`config.mk`:
```
export PLATFORM = sky130hd
export DESIGN_NAME = burst_addr_seq
export DESIGN_NICKNAME = d
export VERILOG_FILES = /design/src/rtl/burst_seq_pkg.sv /design/src/rtl/seq_strobe_ctrl.sv /design/src/rtl/seq_low_order.sv /design/src/rtl/burst_addr_seq.sv
export SDC_FILE = /design/constraint.sdc
export NUM_CORES = 1
export LEC_CHECK = 0
export ABC_AREA = 1
export CAP_MARGIN = 20
export CORE_ASPECT_RATIO = 0.9
export CORE_MARGIN = 2
export CORE_UTILIZATION = 60
export CTS_BUF_LIST = sky130_fd_sc_hd__clkbuf_4 sky130_fd_sc_hd__clkbuf_8 sky130_fd_sc_hd__clkbuf_16
export DETAILED_ROUTE_END_ITERATION = 8
export DONT_BUFFER_PORTS = 1
export PLACE_DENSITY = 0.76
export SLEW_MARGIN = 20
export SYNTH_ARGS = -nofsm -noshare
export SYNTH_HDL_FRONTEND = slang
export SYNTH_SLANG_ARGS = --single-unit
```
`constraint.sdc`:
```
create_clock -name clk -period 1.25 [get_ports clk]
set_input_delay 0.3125 -clock clk [delete_from_list [all_inputs] [get_ports clk]]
set_output_delay 0.3125 -clock clk [all_outputs]
set_load 0.1 [all_outputs]
```
`src/rtl/burst_seq_pkg.sv`:
```
package burst_seq_pkg;

    localparam int BEATS  = 4;
    localparam int BEAT_W = $clog2(BEATS);

    typedef enum logic {
        ORDER_LINEAR     = 1'b0,
        ORDER_INTERLEAVE = 1'b1
    } order_e;

    typedef struct packed {
        logic [BEAT_W-1:0] base;
        logic [BEAT_W-1:0] beat;
        logic              act;
    } low_state_t;

endpackage

```
`src/rtl/seq_strobe_ctrl.sv`:
```
module seq_strobe_ctrl (
    input  logic cpu_ads_n,
    input  logic cc_ads_n,
    input  logic cs1_n,
    input  logic adv_n,
    input  logic act,
    output logic load,
    output logic step
);
    logic cpu_take;

    always_comb begin
        cpu_take = !cpu_ads_n && !cs1_n;
        load     = cpu_take || !cc_ads_n;
        step     = !load && !adv_n && act;
    end
endmodule

```
`src/rtl/seq_low_order.sv`:
```
module seq_low_order
    import burst_seq_pkg::*;
(
    input  logic [BEAT_W-1:0] base,
    input  logic [BEAT_W-1:0] beat,
    input  logic              order_sel,
    output logic [BEAT_W-1:0] low
);
    always_comb begin
        if (order_e'(order_sel) == ORDER_INTERLEAVE)
            low = base ^ beat;
        else
            low = base + beat;
    end

    always_comb begin
        if (beat == '0)
            a_first_beat_r7: assert (low == base);
    end
endmodule

```
`src/rtl/burst_addr_seq.sv`:
```
module burst_addr_seq
    import burst_seq_pkg::*;
#(
    parameter int ADDR_W = 20
) (
    input  logic              clk,
    input  logic              rst_n,
    input  logic              cpu_ads_n,
    input  logic              cc_ads_n,
    input  logic              cs1_n,
    input  logic              adv_n,
    input  logic              order_sel,
    input  logic [ADDR_W-1:0] addr_in,
    output logic [ADDR_W-1:0] addr_out,
    output logic              burst_act
);
    localparam int UP_W = ADDR_W - BEAT_W;
    localparam logic [BEAT_W-1:0] LAST_BEAT = BEAT_W'(BEATS - 1);

    low_state_t        low_d, low_q;
    logic [UP_W-1:0]   upper_d, upper_q;
    logic              load, step;
    logic [BEAT_W-1:0] low_bits;

    seq_strobe_ctrl u_ctrl (
        .cpu_ads_n (cpu_ads_n),
        .cc_ads_n  (cc_ads_n),
        .cs1_n     (cs1_n),
        .adv_n     (adv_n),
        .act       (low_q.act),
        .load      (load),
        .step      (step)
    );

    seq_low_order u_order (
        .base      (low_q.base),
        .beat      (low_q.beat),
        .order_sel (order_sel),
        .low       (low_bits)
    );

    always_comb begin
        low_d   = low_q;
        upper_d = upper_q;
        if (load) begin
            upper_d    = addr_in[ADDR_W-1:BEAT_W];
            low_d.base = addr_in[BEAT_W-1:0];
            low_d.beat = '0;
            low_d.act  = 1'b1;
        end else if (step) begin
            if (low_q.beat == LAST_BEAT)
                low_d.act = 1'b0;
            else
                low_d.beat = low_q.beat + 1'b1;
        end
    end

    always_ff @(posedge clk) begin
        if (!rst_n) begin
            low_q   <= '0;
            upper_q <= '0;
        end else begin
            low_q   <= low_d;
            upper_q <= upper_d;
        end
    end

    assign addr_out  = {upper_q, low_bits};
    assign burst_act = low_q.act;

    p_cpu_load_r2: assert property (@(posedge clk) disable iff (!rst_n)
        (!cpu_ads_n && !cs1_n) |=> (addr_out == $past(addr_in)) && burst_act);

    p_cpu_blocked_r3: assert property (@(posedge clk) disable iff (!rst_n)
        (!cpu_ads_n && cs1_n && cc_ads_n && adv_n) |=> $stable(addr_out) && $stable(burst_act));

    p_cc_load_r4: assert property (@(posedge clk) disable iff (!rst_n)
        !cc_ads_n |=> (addr_out == $past(addr_in)) && burst_act);

    p_upper_fixed_r5: assert property (@(posedge clk) disable iff (!rst_n)
        (burst_act && cc_ads_n && (cpu_ads_n || cs1_n))
        |=> addr_out[ADDR_W-1:BEAT_W] == $past(addr_out[ADDR_W-1:BEAT_W]));

    p_hold_r6: assert property (@(posedge clk) disable iff (!rst_n)
        (cc_ads_n && (cpu_ads_n || cs1_n) && adv_n) |=> $stable(addr_out) && $stable(burst_act));

    p_idle_r10: assert property (@(posedge clk) disable iff (!rst_n)
        (!burst_act && cc_ads_n && (cpu_ads_n || cs1_n)) |=> $stable(addr_out) && !burst_act);
endmodule

```
==> Yosys cells after proc, flatten, opt, wreduce, memory -nomap -nowiden <==
Index checks and enable logic that the tools add are counted.
{ "word_totals": {"output_inout_bits": 21, "register_bits": 23} }
{ "classes": {"n_eq_ne": 1, "add_sub_neg": 2, "n_mux": 4, "n_reduce_logical": 14, "n_bitwise": 3} }
{ "ops": {"columns": ["operator", "count"], "rows": [
  ["1-bit zero test", 5],
  ["2-bit AND reduction", 2],
  ["2-bit nonzero test", 2],
  ["1-bit logical AND", 3],
  ["1-bit 2-to-1 mux", 3],
  ["2-bit by 1-bit adder with 2-bit output (second input constant)", 1],
  ["2-bit adder", 1],
  ["2-bit == test (second input constant)", 1],
  ["2-bit 2-to-1 mux", 1],
  ["1-bit inverter", 2],
  ["2-bit OR reduction", 1],
  ["2-bit bitwise XOR", 1],
  ["1-bit logical OR", 1]
]} }

==> Depth between registers and ports, before layout <==
{ "depth": {"depth_word": 8, "ltp_mapped": 6, "mapped_depth_nobuf": 6} }

==> Cells and area by module <==
A second synthesis with hierarchy kept.
{ "unflattened": {"cells_unflattened": 127, "hier_area_um2": 947.2} }
{ "by_module_without_submodules": {"columns": ["mod", "area_per_inst_um2", "n_inst", "cells_each"], "rows": [
  ["burst_addr_seq", 859.6, 1, 108],
  ["seq_low_order", 67.6, 1, 15],
  ["seq_strobe_ctrl", 20.0, 1, 4]
]} }

==> Worst setup path before layout <==
No wires, ideal clock.
{ "synth_path": {"kind": "register to output", "start": "reg low_q[1] (netlist name)", "end": "out addr_out[1]", "arrival_time_ns": 1.321, "stages_incl_launch_ff": 6, "setup_slack_ns": -0.383, "required_ns": 0.938, "cell_sequence": "dfxtp_1 > ha_1 > inv_1 > o21ai_0 > nand2_1 > inv_1"} }
{ "synth_via": {"elab_chain_len": 2} }
{ "synth_lines": {"columns": ["element", "line", "text"], "rows": [
  ["start: declaration", "burst_addr_seq.sv:20", "low_state_t low_d, low_q;"],
  ["start signal: assignment", "burst_addr_seq.sv:63", "low_q <= low_d;"],
  ["2-bit adder", "seq_low_order.sv:13", "low = base + beat;"],
  ["2-bit 2-to-1 mux", "seq_low_order.sv:10", "if (order_e'(order_sel) == ORDER_INTERLEAVE)"],
  ["end: declaration", "burst_addr_seq.sv:14", "output logic [ADDR_W-1:0] addr_out,"]
]} }
Every way passes these cells.

==> Worst setup path in the final report <==
{ "layout_path": {"start": "reg low_q[3] (netlist name)", "end": "out addr_out[1]"} }
Same word-level chain as after synthesis.

==> metrics.txt <==
status=complete, but fails checks; violated checks=setup timing; FILL cells=44; Synth Cell Area=1060 µm²; final worst setup slack=-0.530 ns; WP data required=0.94 ns; largest family of logic cells by synthesized area=simple AND/OR/NAND/NOR gates; Final Slew Violations=0; clock buffer depth=2; Yosys reg bits=23; ant diodes=0; syn_nets=slightly below 200; Worst VDD drop=956 µV; Worst Setup SP=low_q[3]; H-tree depth=1; Power Density=1310 nW/µm²; mux share of post-synthesis cell area=0%; CP Cell Sequence=ha_4, inv_2, nor2_1, nand3_1, nand2_2, clkinvlp_4, buf_12; initial antenna violation count=0; crit path kind=reg2out; area grow syn2layout=50.4%; Setup crit end kind=output pin; Area after DPL=1540 µm²; die span in x=48.4 µm; Final nets=around 220; share of layout cells above drive strength 1=32.8%; DR WL/cell=roughly 22 µm; vias per cell=6.04; Tcrit/Tclk final=142%; Post-DRT Antenna Nets=0; Clock transition at path regs=0.14 ns; post-route cell area=1600 µm²; # port buffers=0; Slowest cell on crit path=dfxtp_2; Pleak=0.761 nW; number of global-route vias before repair=1240; CTS tree=done; first-pass GRT wire length=around 5700 µm; Design Power=2.10 mW; pre-CTS WS=-0.125 ns; GPL Wtd Cong=0.801; Netlist cell types=13; global route overflow=0; WP buf/inv=3; clock sinks=23; xor/xnor share of the synthesized area=0%; routed wire length=4530 µm; part of the Yosys area used for sequential elements=43.2%; Worst EP arrival=around 1.5 ns; minimum clock period after layout=1.78 ns; DP HPWL=2220 µm; DRT iter0 DRCs=67; Worst-Skew Late Latency=0.32 ns; Post-Syn Area per Cell=6.49 µm²; cells after synthesis=about 160; Hold Crit Start=rst_n; Root Driver=clkbuf_4; Starting Density=64.0%; crit path max fanout=2; Synth Area in Compound Gates=1.88%; pin count of the biggest net entering global routing=23; DRC=0; Clock Skews=between 0.0007 and 0.0008 ns; Fin. Hold Viols=0; Std-Cell Rows=14; worst min path class=in2reg; drt first pass iters=6; via count=1269; post-synthesis simple-gate area fraction=37.4%; CTS Buf Count=3; YS warnings=0; Core Region=1660 µm²; Post-Synth Adder-Cell Area=2.35%; Worst setup SP type=flip-flop; CP peak stage delay=0.38 ns; commonest non-fill, non-tap cells in the layout=46 x nand2_1, 43 x nor2_1, 27 x inv_1; f_max=between 0.5 and 0.6 GHz; final setup fails=4; MaxCap Viol Count=0; I/O pin cnt=48; Max transition margin=74.4%; CP top delay family=flip-flops; Die Y=44.0 µm; Crit Reg-Reg Startpoint=low_q[1]; most common cell after layout, fill and taps aside=nand2_1; Die Footprint=2130 µm²; RSZ-0062 raised after global routing=true; Least-Margin Pin Slew=0.381 ns; GRT Overall Usage=between 30% and 40%
## state kept, by name, indices dropped and copies added (netlist names)
signal / count
upper_q: 18
burst_act: 1
low_q: 4
## metal layers
metal	GRT usage, %	wire, µm
met5	0	0
met4	24.0	556
met3	8.97	518
met2	73.1	2110
met1	33.2	1340
## worst reg2reg max path, stage by stage (launching register included)
cell and delay, ns:
dfxtp_2 0.36, buf_4 0.14, ha_2 0.20, nor2_4 0.14, nand2_2 0.08, nand2_2 0.08
nand2_1 0.09, nor2_1 0.12
## Yosys cell counts
| master | n | area, µm² |
|---|---|---|
| nor2_4 | 2 | 22.5 |
| ha_1 | 2 | 25.0 |
| buf_6 | 4 | 45.0 |
| inv_1 | 29 | 109 |
| nand3_1 | 3 | 15.0 |
| a21oi_1 | 2 | 10.0 |
| dfxtp_1 | 23 | 460 |
| o21ai_0 | 2 | 10.0 |
| nor2_1 | 44 | 165 |
| nand2_1 | 49 | 184 |
| nor2_2 | 1 | 6.26 |
| nor3_1 | 1 | 5.00 |
| buf_1 | 2 | 7.51 |
## stage by stage
stage | setup TNS, ns | utilization (%) | hold WS [ns] | instances
finish | -0.735 | 96.2 | 0.0879 | 210
global route | -0.863 | 96.2 | 0.0931 | 210
CTS | -0.652 | 94.5 | 0.110 | 210
detailed placement | -0.125 | 92.5 | 0.433 | 206
global placement | -0.0620 | 92.5 | 0.430 | 206
floorplan | -0.426 | - | 0.437 | 164
## logic make-up (layout without fill, tap and decap cells)
family                     Yosys count  in the layout
AOI/OAI and AO/OA                    4              4
adders and majority gates            2              2
buffers and inverters               35             57
DFF                                 23             23
and+or+nand+nor                    100            100
## cell type report
class                      instances  area [µm²]  share of cell area (%)
multi-input combinational        106         477                    29.8
clock inverter                     1        5.00                   0.312
inverter                          29         113                    7.03
tap                               24        30.0                    1.87
timing repair buffer              24         468                    29.2
sequential                        23         487                    30.4
clock buffer                       3        22.5                    1.41
## report_power, final
group          leakage, nW  internal (mW)  switching (mW)
sequential           0.197          0.799          0.0566
clock               0.0177          0.120           0.247
combinational        0.546          0.285           0.596
total                0.761           1.20           0.899
## path summary, 6_finish.rpt
check                                   end  slack [ns]  cells after the start
worst min-delay path               low_q[3]        0.09                      2
worst min register to register     low_q[4]        0.57                      4
worst max register to register     low_q[2]       -0.01                      7
worst max-delay path            addr_out[1]       -0.53                      7
## what timing repair did
| item | CTS | global route |
|---|---|---|
| hold buffers | 0 | 0 |
| gates resized for setup | 4 | 8 |
| setup buffers | 0 | 0 |
| pin swaps | 1 | 5 |
| endpoints found under the setup margin | 3 | 3 |
| endpoints found under the hold margin | 0 | 0 |
No activity file was read; power rests on OpenSTA's default activity.
